===== src/rtl/spi_reg_pkg.sv =====
package spi_reg_pkg;

    localparam int WORD_W   = 32;
    localparam int ADDR_W   = 21;
    localparam int CNT_W    = 6;

    // command word field positions (the host decodes the same layout)
    localparam int DIR_BIT  = 31;
    localparam int CNT_HI   = 30;
    localparam int CNT_LO   = 25;
    localparam int ADDR_HI  = 24;
    localparam int ADDR_LO  = 4;

    typedef enum logic [2:0] {
        ST_IDLE,
        ST_HEADER,
        ST_WRITE,
        ST_READ,
        ST_DRAIN
    } frame_state_t;

endpackage


===== src/rtl/spi_edge_rx.sv =====
module spi_edge_rx
    import spi_reg_pkg::*;
(
    input  logic              clk,
    input  logic              rst_n,
    input  logic              sclk,
    input  logic              mosi,
    input  logic              cs_n,
    output logic              fall,
    output logic              word_done,
    output logic [WORD_W-1:0] rx_word
);

    localparam int BIT_W = $clog2(WORD_W);

    logic              sclk_q;
    logic              rise;
    logic [BIT_W-1:0]  bit_cnt;
    logic [WORD_W-1:0] sr;

    assign rise = sclk & ~sclk_q & ~cs_n;
    assign fall = ~sclk & sclk_q & ~cs_n;

    always_ff @(posedge clk) begin
        if (!rst_n) begin
            sclk_q    <= 1'b0;
            bit_cnt   <= '0;
            sr        <= '0;
            word_done <= 1'b0;
            rx_word   <= '0;
        end else begin
            sclk_q    <= sclk;
            word_done <= 1'b0;
            if (cs_n) begin
                bit_cnt <= '0;
            end else if (rise) begin
                sr      <= {sr[WORD_W-2:0], mosi};
                bit_cnt <= bit_cnt + 1'b1;
                if (bit_cnt == BIT_W'(WORD_W - 1)) begin
                    word_done <= 1'b1;
                    rx_word   <= {sr[WORD_W-2:0], mosi};
                end
            end
        end
    end

endmodule


===== src/rtl/spi_tx_shift.sv =====
module spi_tx_shift
    import spi_reg_pkg::*;
(
    input  logic              clk,
    input  logic              rst_n,
    input  logic              cs_n,
    input  logic              fall,
    input  logic              load,
    input  logic [WORD_W-1:0] load_data,
    output logic              miso
);

    logic [WORD_W-1:0] sr;

    always_ff @(posedge clk) begin
        if (!rst_n) begin
            sr <= '0;
        end else if (cs_n) begin
            sr <= '0;
        end else if (load) begin
            sr <= load_data;
        end else if (fall) begin
            sr <= {sr[WORD_W-2:0], 1'b0};
        end
    end

    assign miso = sr[WORD_W-1];

endmodule


===== src/rtl/spi_frame_ctrl.sv =====
module spi_frame_ctrl
    import spi_reg_pkg::*;
#(
    parameter int MAX_WORDS = 64
) (
    input  logic              clk,
    input  logic              rst_n,
    input  logic              cs_n,
    input  logic              fall,
    input  logic              word_done,
    input  logic [WORD_W-1:0] rx_word,
    input  logic [WORD_W-1:0] bus_rdata,
    output logic [ADDR_W-1:0] bus_addr,
    output logic [WORD_W-1:0] bus_wdata,
    output logic              bus_we,
    output logic              bus_re,
    output logic              tx_load,
    output logic [WORD_W-1:0] tx_data
);

    localparam int WCNT_W = $clog2(MAX_WORDS + 1);

    frame_state_t state, nxt;

    logic [ADDR_W-1:0] addr_ptr;
    logic [CNT_W-1:0]  words_left;
    logic [WCNT_W-1:0] wr_cnt;
    logic              load_pending;
    logic              re_q;
    logic [WORD_W-1:0] pf_data;

    logic              hdr_write;
    logic [CNT_W-1:0]  hdr_cnt;
    logic [ADDR_W-1:0] hdr_addr;

    assign hdr_write = rx_word[DIR_BIT];
    assign hdr_cnt   = rx_word[CNT_HI:CNT_LO];
    assign hdr_addr  = rx_word[ADDR_HI:ADDR_LO];

    // state register
    always_ff @(posedge clk) begin
        if (!rst_n) state <= ST_IDLE;
        else        state <= nxt;
    end

    // transitions
    always_comb begin
        nxt = state;
        unique case (state)
            ST_IDLE:   if (!cs_n) nxt = ST_HEADER;
            ST_HEADER: if (word_done) begin
                           if (hdr_write)          nxt = ST_WRITE;
                           else if (hdr_cnt == '0) nxt = ST_DRAIN;
                           else                    nxt = ST_READ;
                       end
            ST_WRITE:  if (word_done && wr_cnt == WCNT_W'(MAX_WORDS - 1)) nxt = ST_DRAIN;
            ST_READ:   if (word_done && words_left == '0) nxt = ST_DRAIN;
            ST_DRAIN:  nxt = ST_DRAIN;
            default:   nxt = ST_IDLE;
        endcase
        if (cs_n) nxt = ST_IDLE;
    end

    // outputs and datapath
    always_ff @(posedge clk) begin
        if (!rst_n) begin
            bus_addr     <= '0;
            bus_wdata    <= '0;
            bus_we       <= 1'b0;
            bus_re       <= 1'b0;
            tx_load      <= 1'b0;
            tx_data      <= '0;
            addr_ptr     <= '0;
            words_left   <= '0;
            wr_cnt       <= '0;
            load_pending <= 1'b0;
            re_q         <= 1'b0;
            pf_data      <= '0;
        end else begin
            bus_we  <= 1'b0;
            bus_re  <= 1'b0;
            tx_load <= 1'b0;
            re_q    <= bus_re;
            if (re_q) pf_data <= bus_rdata;
            if (cs_n) begin
                load_pending <= 1'b0;
                words_left   <= '0;
                wr_cnt       <= '0;
            end else begin
                unique case (state)
                    ST_HEADER: begin
                        if (word_done) begin
                            addr_ptr <= hdr_addr;
                            wr_cnt   <= '0;
                            if (!hdr_write && hdr_cnt != '0) begin
                                bus_re       <= 1'b1;
                                bus_addr     <= hdr_addr;
                                words_left   <= hdr_cnt;
                                load_pending <= 1'b1;
                            end
                        end
                    end
                    ST_WRITE: begin
                        if (word_done) begin
                            bus_we    <= 1'b1;
                            bus_addr  <= addr_ptr;
                            bus_wdata <= rx_word;
                            addr_ptr  <= addr_ptr + 1'b1;
                            wr_cnt    <= wr_cnt + 1'b1;
                        end
                    end
                    ST_READ: begin
                        if (fall && load_pending) begin
                            tx_load      <= 1'b1;
                            tx_data      <= pf_data;
                            words_left   <= words_left - 1'b1;
                            load_pending <= 1'b0;
                            if (words_left > CNT_W'(1)) begin
                                bus_re   <= 1'b1;
                                bus_addr <= addr_ptr + 1'b1;
                                addr_ptr <= addr_ptr + 1'b1;
                            end
                        end
                        if (word_done && words_left != '0) load_pending <= 1'b1;
                    end
                    default: ;
                endcase
            end
        end
    end

endmodule


===== src/rtl/spi_reg_slave.sv =====
module spi_reg_slave
    import spi_reg_pkg::*;
#(
    parameter int MAX_WORDS = 64
) (
    input  logic              clk,
    input  logic              rst_n,
    input  logic              sclk,
    input  logic              mosi,
    input  logic              cs_n,
    output logic              miso,
    output logic [ADDR_W-1:0] bus_addr,
    output logic [WORD_W-1:0] bus_wdata,
    output logic              bus_we,
    output logic              bus_re,
    input  logic [WORD_W-1:0] bus_rdata
);

    logic              fall;
    logic              word_done;
    logic [WORD_W-1:0] rx_word;
    logic              tx_load;
    logic [WORD_W-1:0] tx_data;

    spi_edge_rx i_rx (
        .clk       (clk),
        .rst_n     (rst_n),
        .sclk      (sclk),
        .mosi      (mosi),
        .cs_n      (cs_n),
        .fall      (fall),
        .word_done (word_done),
        .rx_word   (rx_word)
    );

    spi_frame_ctrl #(.MAX_WORDS(MAX_WORDS)) i_ctrl (
        .clk       (clk),
        .rst_n     (rst_n),
        .cs_n      (cs_n),
        .fall      (fall),
        .word_done (word_done),
        .rx_word   (rx_word),
        .bus_rdata (bus_rdata),
        .bus_addr  (bus_addr),
        .bus_wdata (bus_wdata),
        .bus_we    (bus_we),
        .bus_re    (bus_re),
        .tx_load   (tx_load),
        .tx_data   (tx_data)
    );

    spi_tx_shift i_tx (
        .clk       (clk),
        .rst_n     (rst_n),
        .cs_n      (cs_n),
        .fall      (fall),
        .load      (tx_load),
        .load_data (tx_data),
        .miso      (miso)
    );

endmodule


===== config.mk =====
export PLATFORM = sky130hd
export DESIGN_NAME = spi_reg_slave
export DESIGN_NICKNAME = d
export VERILOG_FILES = /design/src/rtl/spi_reg_pkg.sv /design/src/rtl/spi_edge_rx.sv /design/src/rtl/spi_tx_shift.sv /design/src/rtl/spi_frame_ctrl.sv /design/src/rtl/spi_reg_slave.sv
export SDC_FILE = /design/constraint.sdc
export NUM_CORES = 1
export LEC_CHECK = 0
export ABC_AREA = 1
export BUFFER_PORTS_ARGS = -buffer_cell sky130_fd_sc_hd__buf_4
export CORE_UTILIZATION = 60
export DETAILED_ROUTE_END_ITERATION = 7
export MAX_ROUTING_LAYER = met4
export PLACE_DENSITY = 0.85
export SLEW_MARGIN = 0
export SYNTH_ARGS = -nofsm -noshare
export SYNTH_HDL_FRONTEND = slang
export SYNTH_SLANG_ARGS = --single-unit

===== constraint.sdc =====
create_clock -name clk -period 3.2 [get_ports clk]
set_input_delay 0.16 -clock clk [delete_from_list [all_inputs] [get_ports clk]]
set_output_delay 0.16 -clock clk [all_outputs]
set_load 0.02 [all_outputs]

After elaboration in Yosys (flattened, before gate mapping)
Index checks and enable logic that the tools add are counted.
- bits of input ports: 37
- word-level logic and storage cells: 115
- output and inout bits: 56
- flip-flop bits (word level): 261
- reductions and logical operators: 29
- bitwise operators: 11
- $add $sub $neg: 4
- muxes and demuxes: 37
- order comparisons: 1
- equal/unequal tests: 14
- operators by type and width (operator ; count):
    $mux 21 ; 7
    $pmux 21 s3 ; 2
    $mux 32 ; 2
    $add 21x1->21 const B ; 1
    $mux 6 ; 3
    $mux 3 ; 5
    $pmux 3 s5 ; 1
    $reduce_and 3->1 ; 5
    $mux 7 ; 2
    $pmux 7 s2 ; 1
    $logic_not 6->1 ; 2
    $pmux 6 s2 ; 1
    $reduce_bool 6->1 ; 2
    $mux 1 ; 11
    $ne 2x1->1 const B ; 5
    $reduce_or 3->1 ; 3
    $reduce_and 4->1 ; 2
    $add 7x1->7 const B ; 1
    $eq 7x6->1 const B ; 1
    $not 1->1 ; 7
    $reduce_and 7->1 ; 1
    $eq 3x2->1 const B ; 2
    $gt 6x1->1 const B ; 1
    $reduce_and 6->1 ; 1
    other kinds (16) ; 27

Depth between registers and ports, before layout
- word-level depth: 7
- depth in mapped cells: 12
- depth with buffers taken out: 11

Hierarchy
A second synthesis with hierarchy kept.
- cell total of the unflattened synthesis: 1680
- area total of the unflattened synthesis: 11399.7 um^2
- modules (own cells, without submodules) (module ; instances ; cells each ; seq. area each (um^2) ; area each (um^2)):
    spi_frame_ctrl ; 1 ; 1088 ; 3183.1 ; 7193.1
    spi_edge_rx ; 1 ; 348 ; 1401.3 ; 2633.8
    spi_tx_shift ; 1 ; 244 ; 640.6 ; 1572.8

Worst setup path before layout
OpenSTA, ideal clock, no wires.
- path type: register to register
- from: reg i_ctrl.words_left[0]
- to: reg i_ctrl.bus_addr[19]
- library setup time: 0.112 ns
- buffers on the path: 2
- period minus slack after synthesis: 1.787 ns
- required time: 3.088 ns
- stages on the path, launching flop included: 12
- setup slack: 1.413 ns
- arrival time: 1.675 ns
- cell sequence: dfxtp_1 -> inv_1 -> ha_1 -> or2_2 -> nand3_2 -> nand2_1 -> nor2_2 -> buf_4 -> buf_6 -> nand3_1 -> nor2_1 -> nor2_1
- word-level cells in the longest chain between the ends: 3
- RTL lines (what ; RTL line ; RTL):
    start: declaration ; spi_frame_ctrl.sv:26 ; logic [CNT_W-1:0] words_left;
    start signal: assignment ; spi_frame_ctrl.sv:98 ; words_left <= hdr_cnt;
    start signal: assignment ; spi_frame_ctrl.sv:116 ; words_left <= words_left - 1'b1;
    $gt 6x1->1 ; spi_frame_ctrl.sv:118 ; if (words_left > CNT_W'(1)) begin
    $ne 2x1->1 (no line) ; -- ;
    $reduce_and 7->1 (no line) ; -- ;
    end signal: assignment ; spi_frame_ctrl.sv:97 ; bus_addr <= hdr_addr;
    end signal: assignment ; spi_frame_ctrl.sv:106 ; bus_addr <= addr_ptr;
    end signal: assignment ; spi_frame_ctrl.sv:120 ; bus_addr <= addr_ptr + 1'b1;
    end: declaration ; spi_frame_ctrl.sv:13 ; output logic [ADDR_W-1:0] bus_addr,
Every way passes these cells.
A chain may end at the register's enable or synchronous reset.

Worst setup path in the final report
- from: reg i_ctrl.state[1]
- to: reg i_ctrl.bus_wdata[31]
- word-level cells in the longest chain between the ends: 2
- RTL lines (what ; RTL line ; RTL):
    start: declaration ; spi_frame_ctrl.sv:23 ; frame_state_t state, nxt;
    start signal: assignment ; spi_frame_ctrl.sv:43 ; else state <= nxt;
    $eq 3x2->1 ; spi_frame_ctrl.sv:90 ; unique case (state)
    $reduce_and 3->1 (no line) ; -- ;
    end signal: assignment ; spi_frame_ctrl.sv:107 ; bus_wdata <= rx_word;
    end: declaration ; spi_frame_ctrl.sv:14 ; output logic [WORD_W-1:0] bus_wdata,
Every way passes these cells.

==> impl_metrics.py <==
metrics = {
    "synth": {
        "synth_cell_type_count": 36,
        "synth_area_um2": 11000,
        "ys.flop_type": "dfxtp_1",
        "async_flop_share_pct": 0,
        "synth_edf_count": 0,
        "yosysWarnings": 0,
        "avgSynthCellArea_um2": 7.03,
        "syn_nets": 1614,
        "synth-seq-cells": 261,
        "ys_seq_area_share_pct": 47.4,
        "syn_inst": 1570,
    },
    "floorplanning": {
        "start_util_pct": 61.4,
        "die_x_um": 138,
        "io-pin-count": 93,
        "die_height_um": 138,
        "design.die.area_um2": 18900,
        "coreArea_um2": 18000,
        "rows": 49,
    },
    "sta": {
        "fin_worst_skew_ps": 15.8,
        "slew_headroom_pct": 28.5,
        "finalSetupTns_ps": 0,
        "fmax_ghz": 0.373,
        "post-route-period-util_pct": 83.8,
        "finalMaxSlewViolations": 0,
        "final-setup-viol-count": 0,
        "worstMarginPinSlew_ps": 1070,
        "hold-worst-slack_ps": 102,
        "rsz0062_at_grt": "no",
        "period_minus_slack_ps": 2680,
        "hold_viol_final": 0,
    },
    "cts": {
        "root_buffer": "clkbuf_16",
        "clk_path_buf_depth": 3,
        "cts_tree": "built",
        "cts_max_level": 1,
        "postCtsSetupBuffers": 0,
        "clkSinkCount": 261,
        "cts_hold_buf": 34,
        "numCtsBuffers": 27,
        "cts-resized-gates": 0,
        "clkTransAtPathRegs_ps": 70,
        "clk_latency_ps": 540,
    },
    "cells_and_area": {
        "insertedDiodeCount": 0,
        "nets": 1695,
        "regArea_um2": 5230,
        "drive_gt1_share_pct": 10.6,
        "area_growth_pct": 19.2,
        "n_fill_cell": 1399,
        "multiInputGateArea_um2": 4930,
    },
    "detailed_routing": {
        "dr_total_vias": 10500,
        "routedWlPerCell_um": 14.9,
        "wl_mm": 28.4,
        "drc": 0,
        "antenna_left": 0,
        "drtIter0Drc": 916,
        "via_per_inst": 5.50,
        "first_pass_iters": 5,
    },
    "grt": {
        "grt_pass1_vias": 9543,
        "grt.overflow.total": 0,
        "grt.total_usage_pct": 31.0,
        "grt_max_degree": 70,
        "antenna_found_initial": 0,
        "grt_pass1_wl_mm": 45.7,
    },
    "setup_path": {
        "timing.rr.start": "i_ctrl.state[1]",
        "crit_arrival_ps": 3140,
        "critPathMaxStageDelay_ps": 580,
        "critPathSlowestCell": "inv_2",
        "r2r_setup_slack_ps": 520,
        "crit_buf_inv": 3,
        "end_kind": "flip-flop",
        "path_common_cell": "inv_2",
        "crit_family": "buffers and inverters",
        "critPathMaxFanout": 38,
        "critPathKind": "reg -> reg",
        "rr_endpoint": "i_ctrl.bus_wdata[31]",
        "rr_worst_depth": 8,
        "crit_chain": "nand3_2 -> inv_2 -> nand2_1 -> inv_2 -> nand2_2 -> inv_2 -> o21ai_0 -> a21oi_1",
        "critPathLaunchType": "flip-flop",
        "required_ps": 3650,
    },
    "run": {
        "maxCapViolCount": 0,
    },
    "placement": {
        "portBuffers": 92,
        "gp_congestion": 0.929,
        "post-dp-hpwl_mm": 17.3,
    },
    "hold_path": {
        "holdPathEnd": "i_ctrl.load_pending",
        "hold_start": "cs_n",
        "min_path_cells": 4,
        "min_path_type": "in -> reg",
    },
    "power_and_ir_drop": {
        "p_per_area_nw_per_um2": 565,
        "p_leak_nw": 5.73,
        "ir_drop_uv": 528,
    },
    "run_status": {
        "outcome": "completed",
    },
}
[final cells by class]
cell class | count | area share (%)
clock buffers | 36 | 6.00
clock inverters | 14 | 2.19
inverters | 130 | 3.71
multi-input cells | 1091 | 37.5
flip-flops and latches | 261 | 39.7
well taps | 229 | 2.18
repair buffers | 140 | 8.73
[per-layer routing]
layer	wire length [µm]	share of wire (%)	global-route usage (%)
met2	13400	47	50.8
met5	0	0	-
met3	2000	7.1	4.16
met4	624	2.2	8.85
met1	12300	43	39.9
[placed cells by master (no fill, tap or decap), drive strengths merged]
cell         count
o22ai            1
nand2          325
o21a             1
inv            131
bufinv           8
dfxtp          261
xor2             8
clkinv           1
nand3           74
o211ai           2
dlygate4sd3     34
a31oi            3
nand4            4
ha               7
a311oi          28
o31ai            1
buf            106
o221ai           1
a211oi           1
nor2           349
a21oi           81
clkbuf          36
nand3b           7
nor3             5
and3             1
clkinvlp         4
o21ai          190
or2              2
[how the worst max path moves through the flow]
stage	cells after the start	endpoint	startpoint
4_1_cts	8	i_ctrl.bus_wdata[31]	i_ctrl.state[1]
3_5_place_dp	9	i_ctrl.bus_wdata[31]	i_ctrl.state[2]
3_3_place_gp	8	i_ctrl.bus_wdata[31]	i_ctrl.state[1]
6_report	8	i_ctrl.bus_wdata[31]	i_ctrl.state[1]
5_1_grt	8	i_ctrl.bus_wdata[31]	i_ctrl.state[1]
2_1_floorplan	11	i_ctrl.bus_addr[19]	i_ctrl.words_left[0]
[power breakdown]
group / internal, mW / leakage, nW / switching, mW / total (mW)
clock: 2.38 / 0.514 / 1.33 / 3.71
combinational: 0.148 / 3.11 / 0.232 / 0.380
sequential: 3.30 / 2.11 / 0.0358 / 3.34
total: 5.83 / 5.73 / 1.60 / 7.43
[cells in the mapped netlist (2+ instances only)]
| cell type | instances | share of area (%) |
|---|---|---|
| nor2_1 | 344 | 12 |
| nand2_1 | 321 | 11 |
| dfxtp_1 | 261 | 47 |
| o21ai_0 | 188 | 8.5 |
| inv_1 | 122 | 4.2 |
| a21oi_1 | 81 | 3.7 |
| nand3_1 | 72 | 3.3 |
| clkbuf_1 | 55 | 1.9 |
| a311oi_1 | 28 | 2.2 |
| buf_2 | 21 | 0.95 |
| inv_2 | 8 | 0.27 |
| xor2_1 | 8 | 0.64 |
| ha_1 | 7 | 0.79 |
| nand3b_1 | 7 | 0.48 |
| buf_4 | 5 | 0.34 |
| buf_1 | 4 | 0.14 |
| nor2_2 | 4 | 0.23 |
| nor3_1 | 4 | 0.18 |
| a31oi_1 | 3 | 0.17 |
| buf_6 | 3 | 0.31 |
| nand2_2 | 3 | 0.17 |
| nand4_1 | 3 | 0.17 |
| nand3_2 | 2 | 0.18 |
| o211ai_1 | 2 | 0.14 |
| o21ai_1 | 2 | 0.091 |
| or2_2 | 2 | 0.11 |
[sequential cells by signal (all words and copies together), names as in the netlist]
register and flops:
i_ctrl.state 3, i_tx.sr 32, i_ctrl.tx_data 32, i_ctrl.bus_we 1, i_ctrl.pf_data 32, i_ctrl.words_left 6
i_rx.bit_cnt 5, i_rx.word_done 1, i_ctrl.load_pending 1, i_rx.sclk_q 1, i_ctrl.wr_cnt 7, i_ctrl.bus_addr 21
i_ctrl.re_q 1, i_ctrl.bus_re 1, i_rx.rx_word 32, i_rx.sr 31, i_ctrl.bus_wdata 32, i_ctrl.addr_ptr 21
i_ctrl.tx_load 1
[logic make-up (layout without fill, tap and decap cells)]
logic type                 after synthesis  after routing  synth area share (%)
and+or+nand+nor                        767            767                  28.0
AOI/OAI and AO/OA                      309            309                  15.2
DFF                                    261            261                  47.4
buffers and inverters                  218            320                  8.03
xor gates and xnor gates                 8              8                 0.635
adders and majority gates                7              7                 0.794
[worst register-to-register path: stages (launching register included)]
cell	delay [ps]
dfxtp_1	450
nand3_2	350
inv_2	340
nand2_1	190
inv_2	90
nand2_2	270
inv_2	590
o21ai_0	170
a21oi_1	150
[through the flow]
stage               instance area (µm²)  utilization (%)  setup WS [ps]  total power, mW  instances
finish                            13200             73.2            517             7.43       1901
global route                      13200             73.2            243             7.63       1901
CTS                               13200             73.2            569             7.46       1901
detailed placement                11700             65.3            608             3.75       1817
global placement                  11700             65.3            739             3.74       1817
floorplan                         11000                -           1410             3.64       1570
Note: power is estimated with default switching activity, not from simulation.
